[config.mk]
export PLATFORM = sky130hd
export DESIGN_NAME = pi_switch_seq
export DESIGN_NICKNAME = d
export VERILOG_FILES = /design/src/rtl/pi_seq_pkg.sv /design/src/rtl/pi_code_latch.sv /design/src/rtl/pi_cell_decode.sv /design/src/rtl/pi_seq_fsm.sv /design/src/rtl/pi_switch_seq.sv
export SDC_FILE = /design/constraint.sdc
export NUM_CORES = 1
export LEC_CHECK = 0
export BUFFER_PORTS_ARGS = -buffer_cell sky130_fd_sc_hd__buf_4
export CORE_MARGIN = 3
export CORE_UTILIZATION = 56
export CTS_CLUSTER_DIAMETER = 40
export CTS_CLUSTER_SIZE = 10
export DETAILED_ROUTE_END_ITERATION = 7
export PLACE_DENSITY = 0.85
export REMOVE_ABC_BUFFERS = 1
export SYNTH_ARGS = -nofsm -noshare
export SYNTH_HDL_FRONTEND = slang
export SYNTH_HIERARCHICAL = 1
export SYNTH_SLANG_ARGS = --single-unit
[constraint.sdc]
create_clock -name clk_i -period 13.1 [get_ports clk_i]
set_input_delay 2.62 -clock clk_i [delete_from_list [all_inputs] [get_ports clk_i]]
set_output_delay 2.62 -clock clk_i [all_outputs]
set_load 0.05 [all_outputs]
[src/rtl/pi_seq_pkg.sv]
package pi_seq_pkg;
  typedef enum logic [2:0] {
    ST_IDLE   = 3'd0,
    ST_PCHG   = 3'd1,
    ST_WAIT   = 3'd2,
    ST_SLOPE1 = 3'd3,
    ST_SLOPE2 = 3'd4,
    ST_HOLD   = 3'd5
  } pi_state_e;
endpackage

[src/rtl/pi_code_latch.sv]
module pi_code_latch #(
  parameter int CODE_W = 5
) (
  input  logic              clk_i,
  input  logic              rst_ni,
  input  logic              load_i,
  input  logic [CODE_W-1:0] code_i,
  output logic [CODE_W-1:0] code_o
);
  always_ff @(posedge clk_i or negedge rst_ni) begin
    if (!rst_ni)     code_o <= '0;
    else if (load_i) code_o <= code_i;
  end
endmodule

[src/rtl/pi_cell_decode.sv]
module pi_cell_decode #(
  parameter int LO_W = 2,
  parameter int HI_W = 3,
  localparam int CODE_W   = LO_W + HI_W,
  localparam int LO_CELLS = (1 << LO_W) - 1,
  localparam int HI_CELLS = (1 << HI_W) - 1,
  localparam int N_SW     = 1 + LO_CELLS + HI_CELLS,
  localparam int UW       = CODE_W + 1
) (
  input  logic [CODE_W-1:0] code_i,
  input  logic              slope1_i,
  input  logic              slope2_i,
  output logic [N_SW-1:0]   sw_en_o,
  output logic [UW-1:0]     units_o
);
  localparam int HI_UNIT = 1 << LO_W;

  logic [LO_W-1:0]     lo;
  logic [HI_W-1:0]     hi;
  logic [LO_CELLS-1:0] lo_on;
  logic [HI_CELLS-1:0] hi_on;

  assign lo = code_i[LO_W-1:0];
  assign hi = code_i[CODE_W-1:LO_W];

  // thermometer per field
  for (genvar k = 1; k <= LO_CELLS; k++) begin : g_lo
    assign lo_on[k-1] = (lo >= LO_W'(k));
  end
  for (genvar j = 1; j <= HI_CELLS; j++) begin : g_hi
    assign hi_on[j-1] = (hi >= HI_W'(j));
  end

  always_comb begin
    if (slope2_i)      sw_en_o = '1;
    else if (slope1_i) sw_en_o = {hi_on, lo_on, 1'b1};
    else               sw_en_o = '0;
  end

  always_comb begin
    units_o = '0;
    for (int i = 0; i < N_SW; i++) begin
      if (sw_en_o[i]) units_o = units_o + ((i <= LO_CELLS) ? UW'(1) : UW'(HI_UNIT));
    end
  end
endmodule

[src/rtl/pi_seq_fsm.sv]
module pi_seq_fsm
  import pi_seq_pkg::*;
(
  input  logic      clk_i,
  input  logic      rst_ni,
  input  logic      refresh_i,
  input  logic      edg1_i,
  input  logic      edg2_i,
  input  logic      cmp_i,
  output pi_state_e state_o,
  output logic      load_o
);
  pi_state_e state_q, state_d;
  logic edg1_q, edg2_q;
  logic edg1_rise, edg2_rise;

  assign edg1_rise = edg1_i & ~edg1_q;
  assign edg2_rise = edg2_i & ~edg2_q;
  // capture point: precharge ends
  assign load_o    = (state_q == ST_PCHG) & ~refresh_i;

  always_comb begin
    state_d = state_q;
    if (refresh_i) state_d = ST_PCHG;
    else begin
      unique case (state_q)
        ST_PCHG:   state_d = ST_WAIT;
        ST_WAIT:   if (edg1_rise) state_d = ST_SLOPE1;
        ST_SLOPE1: if (edg2_rise) state_d = ST_SLOPE2;
        ST_SLOPE2: if (cmp_i)     state_d = ST_HOLD;
        default:   state_d = state_q;
      endcase
    end
  end

  always_ff @(posedge clk_i or negedge rst_ni) begin
    if (!rst_ni) begin
      state_q <= ST_IDLE;
      edg1_q  <= 1'b0;
      edg2_q  <= 1'b0;
    end else begin
      state_q <= state_d;
      edg1_q  <= edg1_i;
      edg2_q  <= edg2_i;
    end
  end

  assign state_o = state_q;
endmodule

[src/rtl/pi_switch_seq.sv]
module pi_switch_seq
  import pi_seq_pkg::*;
#(
  parameter int LO_W = 2,
  parameter int HI_W = 3,
  localparam int CODE_W = LO_W + HI_W,
  localparam int N_SW   = (1 << LO_W) + (1 << HI_W) - 1,
  localparam int UW     = CODE_W + 1
) (
  input  logic              clk_i,
  input  logic              rst_ni,
  input  logic [CODE_W-1:0] code_i,
  input  logic              refresh_i,
  input  logic              edg1_i,
  input  logic              edg2_i,
  input  logic              cmp_i,
  output logic [N_SW-1:0]   sw_en_o,
  output logic              pchg_o,
  output logic              out_o,
  output logic [2:0]        state_o,
  output logic [UW-1:0]     units_o,
  output logic [CODE_W-1:0] delay_o
);
  localparam logic [CODE_W-1:0] MAX_CODE = '1;

  pi_state_e         state;
  logic              load;
  logic [CODE_W-1:0] code_q;

  pi_seq_fsm u_fsm (
    .clk_i    (clk_i),
    .rst_ni   (rst_ni),
    .refresh_i(refresh_i),
    .edg1_i   (edg1_i),
    .edg2_i   (edg2_i),
    .cmp_i    (cmp_i),
    .state_o  (state),
    .load_o   (load)
  );

  pi_code_latch #(.CODE_W(CODE_W)) u_latch (
    .clk_i (clk_i),
    .rst_ni(rst_ni),
    .load_i(load),
    .code_i(code_i),
    .code_o(code_q)
  );

  pi_cell_decode #(.LO_W(LO_W), .HI_W(HI_W)) u_dec (
    .code_i  (code_q),
    .slope1_i(state == ST_SLOPE1),
    .slope2_i(state == ST_SLOPE2),
    .sw_en_o (sw_en_o),
    .units_o (units_o)
  );

  assign pchg_o  = (state == ST_PCHG);
  assign out_o   = (state == ST_HOLD);
  assign state_o = state;
  assign delay_o = MAX_CODE - code_q;
endmodule

==> results of run 1 <==
metal layers:
layer	wire, microns	global-route usage (%)	share of wire [%]
met2	1444	39.64	49
met5	0	0	0
met4	26	7.884	0.89
met1	1325	27.27	45
met3	123	2.180	4.2
worst min-delay path by stage:
stage                      startpoint                 to  slack, ns  cells after the start
global placement    u_latch/code_o[0]  u_latch/code_o[0]       0.56                      1
finish              u_latch/code_o[0]  u_latch/code_o[0]       0.58                      1
CTS                 u_latch/code_o[0]  u_latch/code_o[0]       0.59                      1
global route        u_latch/code_o[0]  u_latch/code_o[0]       0.61                      1
detailed placement  u_latch/code_o[0]  u_latch/code_o[0]       0.57                      1
floorplan           u_latch/code_o[0]  u_latch/code_o[0]       0.54                      1
flip-flops by register name (all words and copies together) (netlist names):
signal / flops
u_fsm/edg1_q: 1
u_fsm/edg2_q: 1
u_fsm/state_o: 3
u_latch/code_o: 5
where the power goes:
part | total, W | leakage [nW] | internal (W) | switching [W]
logic | 0.000131 | 0.696 | 0.0000458 | 0.0000856
clock network | 0.0000281 | 0.0210 | 0.0000169 | 0.0000112
registers | 0.0000491 | 0.119 | 0.0000362 | 0.0000129
total | 0.000209 | 0.836 | 0.0000989 | 0.000110
kinds of logic after synthesis:
family                     Yosys count  synth area share, %
muxes                               11                9.117
DFF                                 10                18.99
buffers and inverters               23                9.116
other                                1               0.2846
xor gates and xnor gates            20                15.48
and+or+nand+nor                     41                18.23
AOI/OAI and AO/OA                   35                21.18
adders and majority gates            8                7.598
through the flow:
stage                     util, %  hold WS [ns]  cells
after floorplan                 -        0.5411    143
after global placement      76.02        0.5644    208
after detailed placement    76.02        0.5740    208
after CTS                   77.76        0.5894    212
after global routing        77.76        0.6140    212
final                       77.76        0.5809    212
worst reg2reg max path, delay by kind of cell, from the launching register on:
family,cells,cell delay [ns]
AND/OR/NAND/NOR,2,0.74
flip-flops,1,0.46
multiplexers,1,0.41
synthesized netlist by cell type (2+ instances only):
cell type	count	share of area [%]
nand2_1	7	2.0
a31oi_1	2	0.95
nor4_1	2	0.95
a211oi_1	2	1.1
inv_1	12	3.4
inv_2	4	1.1
mux2_2	8	6.8
a21oi_1	4	1.5
and2_1	3	1.4
mux2i_1	3	2.3
o21a_1	2	1.1
a211o_1	3	2.0
nor2b_1	2	0.95
a21oi_2	2	1.3
nor3b_1	3	1.7
and3b_2	2	1.5
o211a_1	2	1.5
xnor2_1	14	9.3
and3_1	3	1.4
xnor2_2	2	2.5
nor2_1	6	1.7
o211ai_1	2	1.1
nand4_1	2	0.95
dfrtp_1	10	19
xor2_1	3	2.0
ha_1	8	7.6
nor3_1	2	0.76
buf_2	3	1.1
nand2b_1	3	1.4
o21ai_0	7	2.7
cell type report:
cell class	count	area [sq um]	area share (%)
multi-input combinational	116	947.2	58.50
tap	27	33.78	2.087
inverter	17	66.31	4.096
clock buffer	4	36.28	2.241
timing repair buffer	38	285.3	17.62
sequential	10	250.2	15.46
==> impl_results.md, run 1 <==
* Post-CTS setup buffer count at 0
* Global Route Usage Sum at between 20% and 30%
* Dpl hpwl at between 2000 and 2500 microns
* Crit start category: register
* Ys async rst share at 100.0%
* Ant diodes at 0
* Resize count post-CTS at 0
* Residual DRC at 0
* Final GP Congestion at between 0.8 and 0.9
* Die area at between 2000 and 3000 sq um
* Minimum clock period at about 8.5 ns
* Outcome: completed
* Final hold violation count at 0
* Min-delay worst type: register to register
* TritonCTS clock tree: done
* VDD IR max at between 0.0001 and 0.00015 V
* Antenna violations before repair at 0
* Number of flops mapped to enable cells by yosys at 0
* Critical Path RT at 10.48 ns
* Period utilisation layout at between 60% and 70%
* Synth cell types at 51
* Cell family with most CP delay: adder cells
* Post-placement setup slack at slightly below 5 ns
* Fmax at about 120 MHz
* DR vias at 1,185
* CP startpoint: u_fsm/state_o[0]
* Effective utilization at floorplan at a little over three fifths
* First-pass GRT wire length at between 4000 and 5000 microns
* ANT nets after route at 0
* Max-slew violations at 0
* Filler cell count at 160
* Worst relative slew slack at roughly 57%
* Net count, final at between 200 and 250
* WS Path Type: register to primary output
* Per-cell routed wire length at 13.77 microns
* # setup viols final at 0
* Core region area at 2082 sq um
* Largest net degree at the start of global routing at 15
* Clock sink total at 10
* CTS root buffer: clkbuf_4
* Clock buffer depth at 2
* Worst-path clk slew at roughly 0.07 ns
* Max-cap violation count at 0
* Worst-Skew Late Latency at approximately 0.27 ns
* R2r endpoint: u_latch/code_o[4]
* Syn. warnings at 6
* Most frequent cells in the layout: 38 x buf_4, 14 x xnor2_1, 12 x inv_1
* Worst Path Buf+Inv at 3
* Cells after Synth at 149
* Pleak at around 0.84 nW
* CP max stage delay at 0.47 ns
* Synthesized area at between 1000 and 1500 sq um
* Total stage count of the critical path at 24
* First-pass iteration count of the detailed router at 4
* Unrepaired setup endpoints after global routing: no
* Area Overhead vs Synth at 22.89%
* I/O pin count at 38
* CP max-delay cell: dfrtp_1
* Overflow after GRT at 0
* Synth Register Bits at 10
* Critical path arrival at ~5.9 ns
* Primary FF master, synth: dfrtp_1
* Vias in the first global route at 1,141
* Average cell area after synthesis at 8.842 sq um
* Via density at roughly 5.6
* FF-to-FF path depth at 3
* Commonest non-fill, non-tap cell in the layout: buf_4
* Die Span X at between 50 and 60 microns
* Final wirelength at 2920 microns
* Power per cell area at 128.8 nW/um^2
* Share of layout cells above drive strength 1 at approximately 36%
* Die span in y at ~55 microns
* DRT iter0 DRCs at 24
* Worst R2R Setup Slack at around 11 ns
* Crit path to: units_o[4]
* Most used cell along the critical path: ha_1
* Worst setup EP type: primary output
* Min setup slack post-route at roughly 4.6 ns
* Crit-path cells: and3b_2 > or2_4 > ha_1 > xnor2_1 > ha_1 > inv_1 > a211o_1 > and2_4 > inv_4 > xnor2_1 > ha_1 > nand2b_1 > o21a_1 > mux2i_1 > ha_1 > a221o_1 > o211a_1 > ha_1 > mux2_2 > ha_1 > nand2_1 > xnor2_1 > xnor2_1 > buf_4
* Max FO, Critical Path at 14
* FP Rows at 16
* Clk_skew at ~0.0015 ns
* Area post-placement at approximately 1600 sq um
* Post-route cell area at approximately 1600 sq um
* Hold bufs inserted after CTS at 0
* H-tree levels at 1
* Sequential fraction of the synthesis area at 18.99%
* Worst-margin pin slew at approximately 0.65 ns
* Setup TNS Final at 0 ns
* Final total power at ~0.00021 W
* Num CTS Buffers at 3
* Port bufs at 37
* RR Startpoint: u_fsm/state_o[2]
Power figures use the tool's default switching activity.
==> run 2, diff against run 1 <==
--- a/config.mk
+++ b/config.mk
@@ -7,11 +7,11 @@
 export LEC_CHECK = 0
 export BUFFER_PORTS_ARGS = -buffer_cell sky130_fd_sc_hd__buf_4
 export CORE_MARGIN = 3
-export CORE_UTILIZATION = 56
+export CORE_UTILIZATION = 47
 export CTS_CLUSTER_DIAMETER = 40
 export CTS_CLUSTER_SIZE = 10
 export DETAILED_ROUTE_END_ITERATION = 7
-export PLACE_DENSITY = 0.85
+export PLACE_DENSITY = 0.76
 export REMOVE_ABC_BUFFERS = 1
 export SYNTH_ARGS = -nofsm -noshare
 export SYNTH_HDL_FRONTEND = slang
==> constraint.sdc (replaced) <==
create_clock -name clk_i -period 7.4 [get_ports clk_i]
set_input_delay 1.48 -clock clk_i [delete_from_list [all_inputs] [get_ports clk_i]]
set_output_delay 1.48 -clock clk_i [all_outputs]
set_load 0.05 [all_outputs]
==> run 2 against run 1 <==
Die area grew 17%; clock skew hardly changed; cell area rose by 7.2%; sequential share of layout area fell by 0.82 points; sequential power is 76% higher; via count increased by 4.7%; worst hold slack better by 0.0016 ns; final cell count increased by 6.1%; power up 83%; sequential cell count unchanged; non-clock buffer count up 10.
==> impl_results.md, run 2 (synthesis results as in run 1) <==
* Clock sink total at 10 (unchanged)
* Effective utilization at floorplan at 51.32% (-12 points)
* # setup viols final at 0 (unchanged)
* Power per cell area at 219.7 nW/um^2 (+71%)
* Die span in y at 58.95 microns (+8.1%)
* Die area at 3475 sq um (+17%)
* FP Rows at 18 (+2)
* Most used cell along the critical path: ha_1
* Overflow after GRT at 0 (unchanged)
* Residual DRC at 0 (unchanged)
* Max-slew violations at 0 (unchanged)
* Min-delay worst type: register to register
* WS Path Type: register to primary output
* Critical Path RT at 5.92 ns (-4.56 ns)
* Commonest non-fill, non-tap cell in the layout: buf_4
* Ant diodes at 0 (unchanged)
* Max FO, Critical Path at 11 (-3)
* Via density at 5.516 (-1.3%)
* Area Overhead vs Synth at 31.72%
* First-pass iteration count of the detailed router at 4 (unchanged)
* Largest net degree at the start of global routing at 15 (unchanged)
* CTS root buffer: clkbuf_4
* Min setup slack post-route at 0.2936 ns (-4.331 ns)
* Final wirelength at 3157 microns (+8.1%)
* I/O pin count at 38 (unchanged)
* Worst hold slack at 0.5825 ns (+0.001603 ns)
* Net count, final at 215 (+4.9%)
* Post-Route Utilization at 67.59% (-10 points)
* Per-cell routed wire length at 14.03 microns (+1.9%)
* Final hold violation count at 0 (unchanged)
* Worst Path Buf+Inv at 3 (unchanged)
* DR vias at 1,241 (+4.7%)
* Cell family with most CP delay: adder cells
* Worst relative slew slack at 53.83% (-2.7 points)
* Antenna violations before repair at 0 (unchanged)
* Largest register FFs at 5 (unchanged)
* Core region area at 2567 sq um (+23%)
* Fmax at between 100 and 150 MHz
* Top reg by flops: u_latch/code_o
* Outcome: completed
* ANT nets after route at 0 (unchanged)
* TritonCTS clock tree: done
* Max-cap violation count at 0 (unchanged)
* Final GP Congestion at 0.8744 (+6.4%)
* Num CTS Buffers at 3 (unchanged)
* Global Route Usage Sum at 19.69% (-2.5 points)
* Worst-margin pin slew at 0.6872 ns (+0.03981 ns)
* Clock buffer depth at 2 (unchanged)
* VDD IR max at 0.0001859 V (+48%)
* Post-placement setup slack at 0.2777 ns (-4.640 ns)
* Worst-path clk slew at 0.07 ns (about the same)
* CP max stage delay at 0.44 ns (-0.03 ns)
* CP max-delay cell: dfrtp_2
* Worst-Skew Late Latency at 0.26 ns (about the same)
* Placed insts at 211 (+1.4%)
* Clk_skew at 0.001649 ns (+0.0001572 ns)
* Share of layout cells above drive strength 1 at 42.56% (+6.9 points)
* Period utilisation layout at a little over nine tenths
* First-pass GRT wire length at 5340 microns (+9.9%)
* Minimum clock period at just over 7 ns
* H-tree levels at 1 (unchanged)
* DRT iter0 DRCs at 46 (+92%)
* Crit-path cells: and3b_2 > or2_4 > ha_4 > xnor2_1 > ha_1 > inv_1 > a211o_1 > and2_4 > inv_6 > xnor2_1 > ha_1 > nand2b_4 > o21a_1 > mux2i_1 > ha_1 > a221o_1 > o211a_1 > ha_1 > mux2_2 > ha_1 > nand2_1 > xnor2_1 > xnor2_1 > buf_4
* Dpl hpwl at 2400 microns (+0.31%)
* Final Non-Filler Cells at 225 (+6.1%)
* Crit start category: register
* Critical path arrival at 5.63 ns (-0.23 ns)
* Most frequent cells in the layout: 47 x buf_4, 14 x xnor2_1, 12 x inv_1
* Die Span X at 58.95 microns (+8.1%)
* Pleak at 0.8859 nW (+6.0%)
* Port bufs at 37 (unchanged)
* Vias in the first global route at 1,208 (+5.9%)
* Worst setup EP type: primary output
==> run 2: per-layer routing <==
metal | GRT usage (%) | vias up | wire length, microns
met1 | 24.02 | 587 | 1303
met3 | 2.193 | 6 | 142
met2 | 34.86 | 33 | 1661
met4 | 8.091 | 0 | 49
li1 | - | 615 | -
met5 | 0 | - | 0
==> run 2: worst paths after layout <==
path	from	to	slack (ns)	depth (start not counted)
min in group asynchronous	rst_ni	u_fsm/edg1_q	1.03	1
setup / recovery	u_fsm/state_o[0]	units_o[4]	0.29	24
max in group asynchronous	rst_ni	u_fsm/state_o[0]	6.21	1
setup reg to reg	u_fsm/state_o[2]	u_latch/code_o[3]	5.73	3
hold / removal	u_latch/code_o[0]	u_latch/code_o[0]	0.58	1
hold reg to reg	u_latch/code_o[0]	u_latch/code_o[0]	0.58	1
==> run 2: worst reg2reg max path, delay by kind of cell, from the launching register on <==
family           cells  cell delay [ns]
multiplexers         1             0.42
flip-flops           1             0.42
AND/OR/NAND/NOR      2             0.73
==> run 2: cell type report <==
cell class | instances | area, sq um
repair buffers | 48 | 364.1
inverters | 17 | 68.82
clock buffers | 4 | 36.28
fillers | 215 | 832.0
flip-flops and latches | 10 | 254.0
multi-input cells | 116 | 974.7
well taps | 30 | 37.54
==> run 2: timing repair <==
| action | CTS | global route |
|---|---|---|
| cloned | 0 | 0 |
| endpoints found under the setup margin | 1 | 3 |
| buffers inserted | 2 | 8 |
| gates resized for setup | 0 | 9 |
| pin swaps | 0 | 3 |
| hold buffers | 0 | 0 |
==> run 2: through the flow <==
step / setup TNS (ns) / total power (W) / instance area, sq um
final: 0 / 0.0003813 / 1735
after global routing: -0.02242 / 0.0004062 / 1735
after CTS: 0 / 0.0003723 / 1638
after detailed placement: 0 / 0.0003214 / 1587
after global placement: 0 / 0.0003139 / 1587
after floorplan: -2.582 / 0.0002569 / 1264
==> run 2: power by group <==
group          switching (W)  internal [W]
clock network      0.0000189     0.0000299
registers          0.0000221     0.0000644
logic               0.000157     0.0000895
total               0.000198      0.000184
